### src/rtl/hsi_pkg.sv
package hsi_pkg;

  typedef enum logic [3:0] {
    OP_NONE    = 4'd0,
    OP_DAT_RD  = 4'd1,
    OP_DAT_WR  = 4'd2,
    OP_STR_RD  = 4'd3,
    OP_STR_WR  = 4'd4,
    OP_IMM_RD  = 4'd5,
    OP_IMM_WR  = 4'd6,
    OP_DMA_RD  = 4'd7,
    OP_DMA_WR  = 4'd8,
    OP_STAT_RD = 4'd9,
    OP_HCTL_RD = 4'd10,
    OP_HCTL_WR = 4'd11
  } host_op_e;

  // address map seen by the host when DMA acknowledge is inactive
  localparam logic [2:0] ADR_DATA = 3'b000;
  localparam logic [2:0] ADR_STRM = 3'b001;
  localparam logic [2:0] ADR_STAT = 3'b010;
  localparam logic [2:0] ADR_HCTL = 3'b011;
  localparam logic [2:0] ADR_IMM  = 3'b100;

  localparam int FRZ_BIT      = 3;  // slave control bit: 0 = frozen
  localparam int STAT_FRZ_BIT = 1;  // status bit reporting freeze

  function automatic logic op_is_read(host_op_e op);
    return op inside {OP_DAT_RD, OP_STR_RD, OP_IMM_RD, OP_DMA_RD,
                      OP_STAT_RD, OP_HCTL_RD};
  endfunction

  function automatic logic op_frz_ok(host_op_e op);
    return op inside {OP_NONE, OP_STAT_RD, OP_HCTL_RD};
  endfunction

endpackage

### src/rtl/hsi_decode.sv
module hsi_decode
  import hsi_pkg::*;
#(
  parameter int AW = 3
) (
  input  logic          clk,
  input  logic          rst,
  input  logic          cs_n,
  input  logic          dack_n,
  input  logic [AW-1:0] addr,
  input  logic          rd_n,
  input  logic          wr_n,
  input  logic          freeze,
  output host_op_e      op_raw,
  output host_op_e      op_acc
);

  logic rd_q, wr_q;
  logic rd_fall, wr_fall;

  // strobe history follows the pins even in reset, so a strobe held
  // low through reset never yields an access afterwards
  always_ff @(posedge clk) begin
    rd_q <= rd_n;
    wr_q <= wr_n;
  end

  assign rd_fall = !rd_n && rd_q && wr_n;
  assign wr_fall = !wr_n && wr_q && rd_n;

  always_comb begin
    op_raw = OP_NONE;
    if (!dack_n) begin
      if (rd_fall)      op_raw = OP_DMA_RD;
      else if (wr_fall) op_raw = OP_DMA_WR;
    end else if (!cs_n && (rd_fall || wr_fall)) begin
      unique case (addr)
        AW'(ADR_DATA): op_raw = rd_fall ? OP_DAT_RD  : OP_DAT_WR;
        AW'(ADR_STRM): op_raw = rd_fall ? OP_STR_RD  : OP_STR_WR;
        AW'(ADR_STAT): op_raw = rd_fall ? OP_STAT_RD : OP_NONE;
        AW'(ADR_HCTL): op_raw = rd_fall ? OP_HCTL_RD : OP_HCTL_WR;
        AW'(ADR_IMM):  op_raw = rd_fall ? OP_IMM_RD  : OP_IMM_WR;
        default:       op_raw = OP_NONE;
      endcase
    end
  end

  assign op_acc = (freeze && !op_frz_ok(op_raw)) ? OP_NONE : op_raw;


  single_read_chk: assert property (@(posedge clk) disable iff (rst)
    (!rd_n && $past(!rd_n)) |-> !op_is_read(op_raw));


  single_write_chk: assert property (@(posedge clk) disable iff (rst)
    (!wr_n && $past(!wr_n)) |-> (op_raw == OP_NONE || op_is_read(op_raw)));

endmodule

### src/rtl/hsi_irq_ctl.sv
module hsi_irq_ctl
  import hsi_pkg::*;
#(
  parameter int DW = 8
) (
  input  logic          clk,
  input  logic          rst,
  input  logic          sc_we,
  input  logic [DW-1:0] sc_wdata,
  input  logic          stat_rd,
  output logic [DW-1:0] sc_o,
  output logic          freeze_o,
  output logic          irq_o
);

  logic [DW-1:0] sc_q;
  logic          frz_q;
  logic          irq_q;
  logic          entry;

  always_ff @(posedge clk) begin
    if (rst)        sc_q <= '0;
    else if (sc_we) sc_q <= sc_wdata;
  end

  assign freeze_o = !sc_q[FRZ_BIT];
  assign entry    = freeze_o && !frz_q;

  always_ff @(posedge clk) begin
    if (rst) begin
      frz_q <= 1'b1;
      irq_q <= 1'b1;
    end else begin
      frz_q <= freeze_o;
      if (entry)        irq_q <= 1'b1;
      else if (stat_rd) irq_q <= 1'b0;
    end
  end

  assign sc_o  = sc_q;
  assign irq_o = irq_q;


  freeze_entry_irq_chk: assert property (@(posedge clk) disable iff (rst)
    $rose(freeze_o) |=> irq_o);


  irq_clear_chk: assert property (@(posedge clk) disable iff (rst)
    (stat_rd && !$rose(freeze_o)) |=> !irq_o);


  irq_hold_chk: assert property (@(posedge clk) disable iff (rst)
    (irq_o && !stat_rd) |=> irq_o);


  irq_no_spurious_chk: assert property (@(posedge clk) disable iff (rst)
    (!irq_o && !$rose(freeze_o)) |=> !irq_o);

endmodule

### src/rtl/hsi_cfg_bank.sv
module hsi_cfg_bank #(
  parameter int DW   = 8,
  parameter int NREG = 7,
  localparam int SELW = (NREG > 1) ? $clog2(NREG + 1) : 1
) (
  input  logic             clk,
  input  logic             rst,
  input  logic             freeze,
  input  logic             we,
  input  logic [SELW-1:0]  sel,
  input  logic [DW-1:0]    wdata,
  output logic [NREG*DW-1:0] cfg_o
);

  function automatic logic [DW-1:0] rst_val(int idx);
    case (idx)
      0, 1, 2: return DW'(64);
      5:       return DW'(128);
      6:       return DW'(1);
      default: return '0;
    endcase
  endfunction

  for (genvar g = 0; g < NREG; g++) begin : g_reg
    logic [DW-1:0] r_q;
    logic          hit;
    assign hit = we && freeze && (sel == SELW'(g));
    always_ff @(posedge clk) begin
      if (rst)      r_q <= rst_val(g);
      else if (hit) r_q <= wdata;
    end
    assign cfg_o[g*DW +: DW] = r_q;
  end


  cfg_lock_chk: assert property (@(posedge clk) disable iff (rst)
    !freeze |=> $stable(cfg_o));


  cfg_range_chk: assert property (@(posedge clk) disable iff (rst)
    (sel >= SELW'(NREG)) |=> $stable(cfg_o));

endmodule

### src/rtl/hsi_freeze_gate.sv
module hsi_freeze_gate
  import hsi_pkg::*;
#(
  parameter int DW   = 8,
  parameter int AW   = 3,
  parameter int NREG = 7,
  localparam int SELW = (NREG > 1) ? $clog2(NREG + 1) : 1
) (
  input  logic               clk,
  input  logic               rst,
  input  logic               host_cs_n,
  input  logic               host_dack_n,
  input  logic [AW-1:0]      host_addr,
  input  logic               host_rd_n,
  input  logic               host_wr_n,
  input  logic [DW-1:0]      host_din,
  output logic [DW-1:0]      host_dout,
  output logic               host_irq,
  output logic [3:0]         host_op,
  input  logic [DW-1:0]      fifo_rdata,
  input  logic               cpu_sc_we,
  input  logic [DW-1:0]      cpu_sc_wdata,
  input  logic               cpu_cfg_we,
  input  logic [SELW-1:0]    cpu_cfg_sel,
  input  logic [DW-1:0]      cpu_cfg_wdata,
  output logic [DW-1:0]      slave_ctrl,
  output logic               freeze,
  output logic               dma_en,
  output logic [DW-1:0]      host_ctrl,
  output logic [NREG*DW-1:0] fifo_cfg
);

  host_op_e      op_raw, op_acc;
  host_op_e      op_q;
  logic [DW-1:0] dout_q, hctl_q, rd_val, status;
  logic          frz;

  hsi_decode #(.AW(AW)) u_decode (
    .clk    (clk),
    .rst    (rst),
    .cs_n   (host_cs_n),
    .dack_n (host_dack_n),
    .addr   (host_addr),
    .rd_n   (host_rd_n),
    .wr_n   (host_wr_n),
    .freeze (frz),
    .op_raw (op_raw),
    .op_acc (op_acc)
  );

  hsi_irq_ctl #(.DW(DW)) u_irq (
    .clk      (clk),
    .rst      (rst),
    .sc_we    (cpu_sc_we),
    .sc_wdata (cpu_sc_wdata),
    .stat_rd  (op_acc == OP_STAT_RD),
    .sc_o     (slave_ctrl),
    .freeze_o (frz),
    .irq_o    (host_irq)
  );

  hsi_cfg_bank #(.DW(DW), .NREG(NREG)) u_cfg (
    .clk    (clk),
    .rst    (rst),
    .freeze (frz),
    .we     (cpu_cfg_we),
    .sel    (cpu_cfg_sel),
    .wdata  (cpu_cfg_wdata),
    .cfg_o  (fifo_cfg)
  );

  always_comb begin
    status               = '0;
    status[STAT_FRZ_BIT] = frz;
  end

  always_comb begin
    case (op_acc)
      OP_STAT_RD: rd_val = status;
      OP_HCTL_RD: rd_val = hctl_q;
      OP_NONE:    rd_val = '0;
      default:    rd_val = fifo_rdata;
    endcase
  end

  always_ff @(posedge clk) begin
    if (rst) begin
      op_q   <= OP_NONE;
      dout_q <= '0;
      hctl_q <= '0;
    end else begin
      op_q <= op_acc;
      if (op_is_read(op_raw)) dout_q <= rd_val;
      if (op_acc == OP_HCTL_WR) hctl_q <= host_din;
    end
  end

  assign host_op   = op_q;
  assign host_dout = dout_q;
  assign host_ctrl = hctl_q;
  assign freeze    = frz;
  assign dma_en    = !frz;


  frozen_gate_chk: assert property (@(posedge clk) disable iff (rst)
    frz |=> op_frz_ok(op_q));


  hctl_frozen_chk: assert property (@(posedge clk) disable iff (rst)
    frz |=> $stable(hctl_q));


  status_value_chk: assert property (@(posedge clk) disable iff (rst)
    (op_q == OP_STAT_RD) |->
      (dout_q == (DW'($past(frz)) << STAT_FRZ_BIT)));


  dma_follow_chk: assert property (@(posedge clk) disable iff (rst)
    (cpu_sc_we) |=> (dma_en == $past(cpu_sc_wdata[FRZ_BIT])));

endmodule

### config.mk
export PLATFORM = sky130hd
export DESIGN_NAME = hsi_freeze_gate
export DESIGN_NICKNAME = d
export VERILOG_FILES = /design/src/rtl/hsi_pkg.sv /design/src/rtl/hsi_decode.sv /design/src/rtl/hsi_irq_ctl.sv /design/src/rtl/hsi_cfg_bank.sv /design/src/rtl/hsi_freeze_gate.sv
export SDC_FILE = /design/constraint.sdc
export NUM_CORES = 1
export LEC_CHECK = 0
export CAP_MARGIN = 20
export CORE_MARGIN = 3
export CORE_UTILIZATION = 41
export CTS_BUF_LIST = sky130_fd_sc_hd__clkbuf_2 sky130_fd_sc_hd__clkbuf_4 sky130_fd_sc_hd__clkbuf_8
export DETAILED_ROUTE_END_ITERATION = 10
export PLACE_DENSITY = 0.77
export SYNTH_ARGS = -nofsm -noshare
export SYNTH_HDL_FRONTEND = slang
export SYNTH_SLANG_ARGS = --single-unit
### constraint.sdc
create_clock -name clk -period 1.9 [get_ports clk]
set_input_delay 0.285 -clock clk [delete_from_list [all_inputs] [get_ports clk]]
set_output_delay 0.285 -clock clk [all_outputs]
set_load 0.02 [all_outputs]
Word-level counts from Yosys, hierarchy flattened. Cells that the tools add are included.

Register bits after elaboration: 88. Output and inout bits: 87. Memories: 0. Bits in read-only memories: 0. Input port bits: 46. Latch bits: 0. Bits in writable memories: 0.

$mul: 0. Multiplexer cells: 12. Reductions and logical operators: 29. Bitwise operators: 0. Div/mod/pow operators: 0. Shift-type cells: 0. Equal/unequal tests: 19. Magnitude comparators: 0. Add/subtract/negate cells: 0.

Operator list (count): two-way mux 4 bit (6); case mux 8 bit (3 select lines) (1); equality test 4 bit (second input constant) (5); case mux 4 bit (5 select lines) (1); logical AND 1 bit (15); equality test 3 x 2 -> 1 bit (second input constant) (4); equality test 3 bit (second input constant) (4); equality test 4 x 3 -> 1 bit (second input constant) (2); zero test 4 bit (2); equality test 3 x 1 -> 1 bit (second input constant) (2); zero test 1 bit (6); zero test 3 bit (2); nonzero test 6 bit (1); equality test 4 x 1 -> 1 bit (second input constant) (1); equality test 4 x 2 -> 1 bit (second input constant) (1); two-way mux 2 bit (2); two-way mux 3 bit (1); nonzero test 3 bit (1); OR reduction 2 bit (1); logical OR 1 bit (1); two-way mux 1 bit (1).

Longest topological paths before layout.
Word-level depth: 14. Mapped depth: 7. Depth with buffers taken out: 6.

Cells and area by module. Synthesis repeated with hierarchy kept, for this count alone.

Cell total of the unflattened synthesis: 391. Area, all modules: 3732.3 um^2.

Modules (own cells, without submodules): hsi_cfg_bank (cells an instance 218, instances 1, sequential area each 1121.1 um^2, area an instance 2224.6 um^2); hsi_freeze_gate (cells an instance 103, instances 1, sequential area each 400.4 um^2, area an instance 834.6 um^2); hsi_irq_ctl (cells an instance 33, instances 1, sequential area each 200.2 um^2, area an instance 359.1 um^2); hsi_decode (cells an instance 37, instances 1, sequential area each 40.0 um^2, area an instance 314.1 um^2).

Worst setup path after synthesis. Ideal clock, no wire load.

Kind: flip-flop to flip-flop. From: register u_decode.rd_q. To: register dout_q[0], in the netlist host_dout[0]. Stages on the path, launching flop included: 7. Library setup time: 134 ps. Arrival: 1698 ps. Setup slack: 68 ps. Buffers on the path: 0. Path through: dfxtp_1 > nor4bb_2 > a21oi_1 > a22o_4 > or3_1 > o21ai_0 > a211oi_1.

Word-level cells in the longest chain between the ends: 13. Elaborated cells between the ends (all ways): 29. Those cells by class: 8 x eq/ne; 11 x mux; 10 x reduce/logical.

RTL lines: start: declaration (RTL line hsi_decode.sv:18) `logic rd_q, wr_q;`; start signal: assignment (RTL line hsi_decode.sv:24) `rd_q <= rd_n;`; logical AND 1 bit (*) (2 in series) (RTL line hsi_decode.sv:28) `assign rd_fall = !rd_n && rd_q && wr_n;`; two-way mux 2 bit (tied with other cells) (RTL line hsi_decode.sv:38, hsi_decode.sv:42); case mux 4 bit (5 select lines) or logical AND 1 bit (tied branches) (RTL line hsi_decode.sv:37, hsi_decode.sv:36); two-way mux 4 bit (RTL line hsi_decode.sv:36) `end else if (!cs_n && (rd_fall || wr_fall)) begin`; two-way mux 4 bit (*) (RTL line hsi_decode.sv:33) `if (!dack_n) begin`; equality test 4 bit or zero test 4 bit (tied branches) (RTL line hsi_pkg.sv:29, hsi_pkg.sv:34); nonzero test 3 bit (RTL line hsi_pkg.sv:34) `return op inside {OP_NONE, OP_STAT_RD, OP_HCTL_RD};`; zero test 1 bit (RTL line hsi_decode.sv:48) `assign op_acc = (freeze && !op_frz_ok(op_raw)) ? OP_NONE : op_raw;`; logical AND 1 bit (RTL line hsi_decode.sv:48); two-way mux 4 bit (RTL line hsi_decode.sv:48); equality test 4 bit or zero test 4 bit (tied branches) (RTL line hsi_freeze_gate.sv:78) `case (op_acc)`; case mux 8 bit (3 select lines) (RTL line hsi_freeze_gate.sv:78); end signal: assignment (RTL line hsi_freeze_gate.sv:93) `if (op_is_read(op_raw)) dout_q <= rd_val;`; end: declaration (RTL line hsi_freeze_gate.sv:35) `logic [DW-1:0] dout_q, hctl_q, rd_val, status;`.

Mark *: on every way between the ends. The rest lies on a longest branch, timed or not. A chain may end at the register's enable or synchronous reset.

Worst setup path in the final report.
From: register u_decode.rd_q. To: register dout_q[6], in the netlist host_dout[6].

The elaborated chain is that of the path after synthesis.

==> run metrics <==
largest family of logic cells by synthesized area multiplexers; Synth Area in Compound Gates 0.0811; starting density of the core 0.424; Max Cap Viol 0; Synth Area in XOR/XNOR 0; post-synthesis cell area 3490 um^2; Psw 0.00101 W; DPL Wire Length 7.22 mm; worst min path class input port to flip-flop; vias in the first global route 3214; Final Setup Violations 0; register area 1760 um^2; # fillers 681; Most used DFF post-synth dfxtp_1; Logic pwr share 0.140; Post-synth EDFFs 0; starting DRC count in detailed routing 70; Hold Crit Depth 1; Worst path max stage delay 0.40 ns; Crit Path Max Fanout 8; hold buffers post-CTS 0; Die Height 98.2 um; clk buf depth 2; crit path time final 1.90 ns; WL/cell 15.6 um; Setup crit end kind flip-flop; Ports 133; Tot Pwr 0.00366 W; Data required, critical path 2.18 ns; total number of vias 3141; gpl congestion 0.894; maximum VDD drop 0.462 mV; R2R cell count 7; Core ar. 8220 um^2; Final period util 0.998; main area contributors after synthesis dfxtp_1, mux2i_1, nor2_1, a211oi_1, and3_1; DR pass1 iterations 4; Critical Path Source Type flip-flop; mean post-synth cell area 9.82 um^2; initial antenna violation count 0; Post-DRT Antenna Nets 0; power share of the sequential group 0.523; synthesis warning total 0; port buffer count 132; Post-route DRC 0; n_diodes 0; largest net degree at the start of global routing 41; Final Hold Fails 0; CTS tree yes; CTS buffer count 9; Total Routing Usage GR 0.201; Setup WS pre-CTS -0.583 ns; Critical R2R Launch u_decode.rd_q$_DFF_P_; slowest stage cell, crit path o31ai_4; via/cell ratio 5.05; adder-cell share of the synthesized area 0; critical path arrival 2.17 ns; Congestion Overflow GR 0; gate count after technology mapping 355; die area 9640 um^2; Post-layout nets 558; final worst slack 0.00463 ns; clock skew 0.0158 ns; clock slew at reported path FFs 0.10 ns; Yosys top cell area share 0.505; outcome finished clean; Total Routed Length 9.72 mm; simple-gate share of the synthesized area 0.183; ys async rst share 0; reg-to-reg endpoint host_dout[6]$_SDFFE_PP0P_; #FFs+latches synth 88; Fmax 528 MHz; fin. max-slew vios 0; Cell Rows 33; Cell Chain, Critical Path nand3b_4 -> or2_4 -> a22o_4 -> o31ai_4 -> buf_4 -> nor2_1 -> a211oi_1; Internal 0.00265 W; Sink Count 88; post-synth net total 401; Die W 98.2 um; mux contribution to synthesized area 0.207; crit path kind flip-flop to flip-flop; clock power share 0.337; unrepaired setup endpoints after global routing yes; switching share of power 0.275; WHS Endpoint u_decode.rd_q$_DFF_P_; area growth from synthesis to layout 54.5%; fraction of layout cells with a size suffix above 1 0.128; R2R setup slack 0.005 ns; register area share after synthesis 0.505; CTS HTree Levels 3; max_slew headroom 0.691; Pleak 2.37 nW; PwrDens 679 nW/um^2; post-synth top area cell dfxtp_1; synth unique cells 36; Worst-Skew Late Latency 0.35 ns; worst slew pin tran 0.462 ns; Hold Path Origin host_rd_n; global-route wire length before repair 15.9 mm; CTS root buf clkbuf_8; area of the multi-input gates 1690 um^2
[critical path: cells and delay by family (launching register included)]
family                 cells  cell delay [ns]
AOI/OAI and AO/OA          3             0.85
and+or+nand+nor            3             0.42
DFF                        1             0.37
buffers and inverters      1             0.18
[power groups by stage]
| stage | combinational, W | sequential (W) | clock, W |
|---|---|---|---|
| after floorplan | 0.000171 | 0.00201 | 0 |
| after global placement | 0.000496 | 0.00195 | 0 |
| after detailed placement | 0.000504 | 0.00196 | 0 |
| after CTS | 0.000509 | 0.00191 | 0.00127 |
| after global routing | 0.000549 | 0.00192 | 0.00134 |
| final | 0.000513 | 0.00191 | 0.00123 |
[cell families after synthesis]
group / count (synthesis)
AND/OR/NAND/NOR: 133
flip-flops: 88
multiplexers: 72
AO/OA/AOI/OAI: 42
buffers and inverters: 20
[layout make-up]
| class | instances | share of cell area |
|---|---|---|
| Multi-Input combinational cell | 247 | 0.314 |
| Timing Repair Buffer | 164 | 0.298 |
| Tap cell | 105 | 0.0244 |
| Clock buffer | 9 | 0.0230 |
| Clock inverter | 7 | 0.0121 |
| Sequential cell | 88 | 0.327 |
| Inverter | 2 | 0.00139 |
[cell usage in the layout, fill, tap and decap left out, types with 4 or more instances in the layout]
cell | synthesis | layout
nand3b_1 | 4 | 4
nor2_1 | 84 | 84
a21oi_1 | 6 | 6
buf_4 | 1 | 29
dfxtp_1 | 88 | 87
nand2_1 | 14 | 14
clkdlybuf4s50_1 | 0 | 122
clkbuf_8 | 0 | 9
mux2i_1 | 72 | 72
dlymetal6s2s_1 | 0 | 6
o21ai_0 | 8 | 5
o21ai_1 | 9 | 9
and3_1 | 9 | 9
a211oi_1 | 8 | 7
[synthesized netlist by cell type, types with 3 or more instances]
cell	count
nand3b_1	4
mux2i_1	72
buf_2	3
nor3_1	3
nor2_1	84
a211oi_1	8
o21ai_0	8
dfxtp_1	88
a21oi_1	6
clkbuf_1	14
nand2_1	14
and3_1	9
a21o_1	3
o21ai_1	9
[registers in the layout, summed over array words and instances, names as in the netlist]
signal / count
u_irq.frz_q: 1
u_decode.rd_q: 1
host_ctrl: 8
u_irq.sc_o: 8
u_irq.irq_o: 1
u_decode.wr_q: 1
host_dout: 8
u_cfg.g.r_q: 56
host_op: 4
[worst max-delay path by stage]
stage | start | to | slack (ns)
2_1_floorplan | u_decode.rd_q$_DFF_P_ | host_dout[0]$_SDFFE_PP0P_ | 0.07
4_1_cts | u_decode.rd_q$_DFF_P_ | host_dout[1]$_SDFFE_PP0P_ | 0.007
3_3_place_gp | host_wr_n | host_dout[2]$_SDFFE_PP0P_ | -0.52
5_1_grt | u_decode.rd_q$_DFF_P_ | host_dout[6]$_SDFFE_PP0P_ | -0.05
6_report | u_decode.rd_q$_DFF_P_ | host_dout[6]$_SDFFE_PP0P_ | 0.005
3_5_place_dp | host_wr_n | host_dout[7]$_SDFFE_PP0P_ | -0.58
[stage by stage]
step	instances	utilization	hold WS, ns	TNS (ns)	instance area [um^2]
finish	622	0.656	0.280	0	5390
CTS	621	0.649	0.265	0	5330
global placement	604	0.623	0.456	-7.29	5120
detailed placement	604	0.623	0.471	-8.62	5120
floorplan	355	-	0.313	0	3490
global route	622	0.656	0.266	-0.0506	5390
[repair_timing]
item / 4_1_cts / 5_1_grt
endpoints found under the setup margin: 8 / 20
setup buffers: 1 / 1
cloned: 0 / 0
pin swaps: 1 / 2
resized for setup: 6 / 17
[metal layers]
layer | share of wire | GRT usage | up-vias | wire length (um)
li1 | - | - | 1544 | -
met1 | 0.42 | 0.235 | 1456 | 4060
met2 | 0.47 | 0.340 | 130 | 4620
met3 | 0.094 | 0.0714 | 11 | 913
met4 | 0.013 | 0.0725 | 0 | 123
met5 | 0 | 0 | - | 0
(Power assumes the default switching activity.)
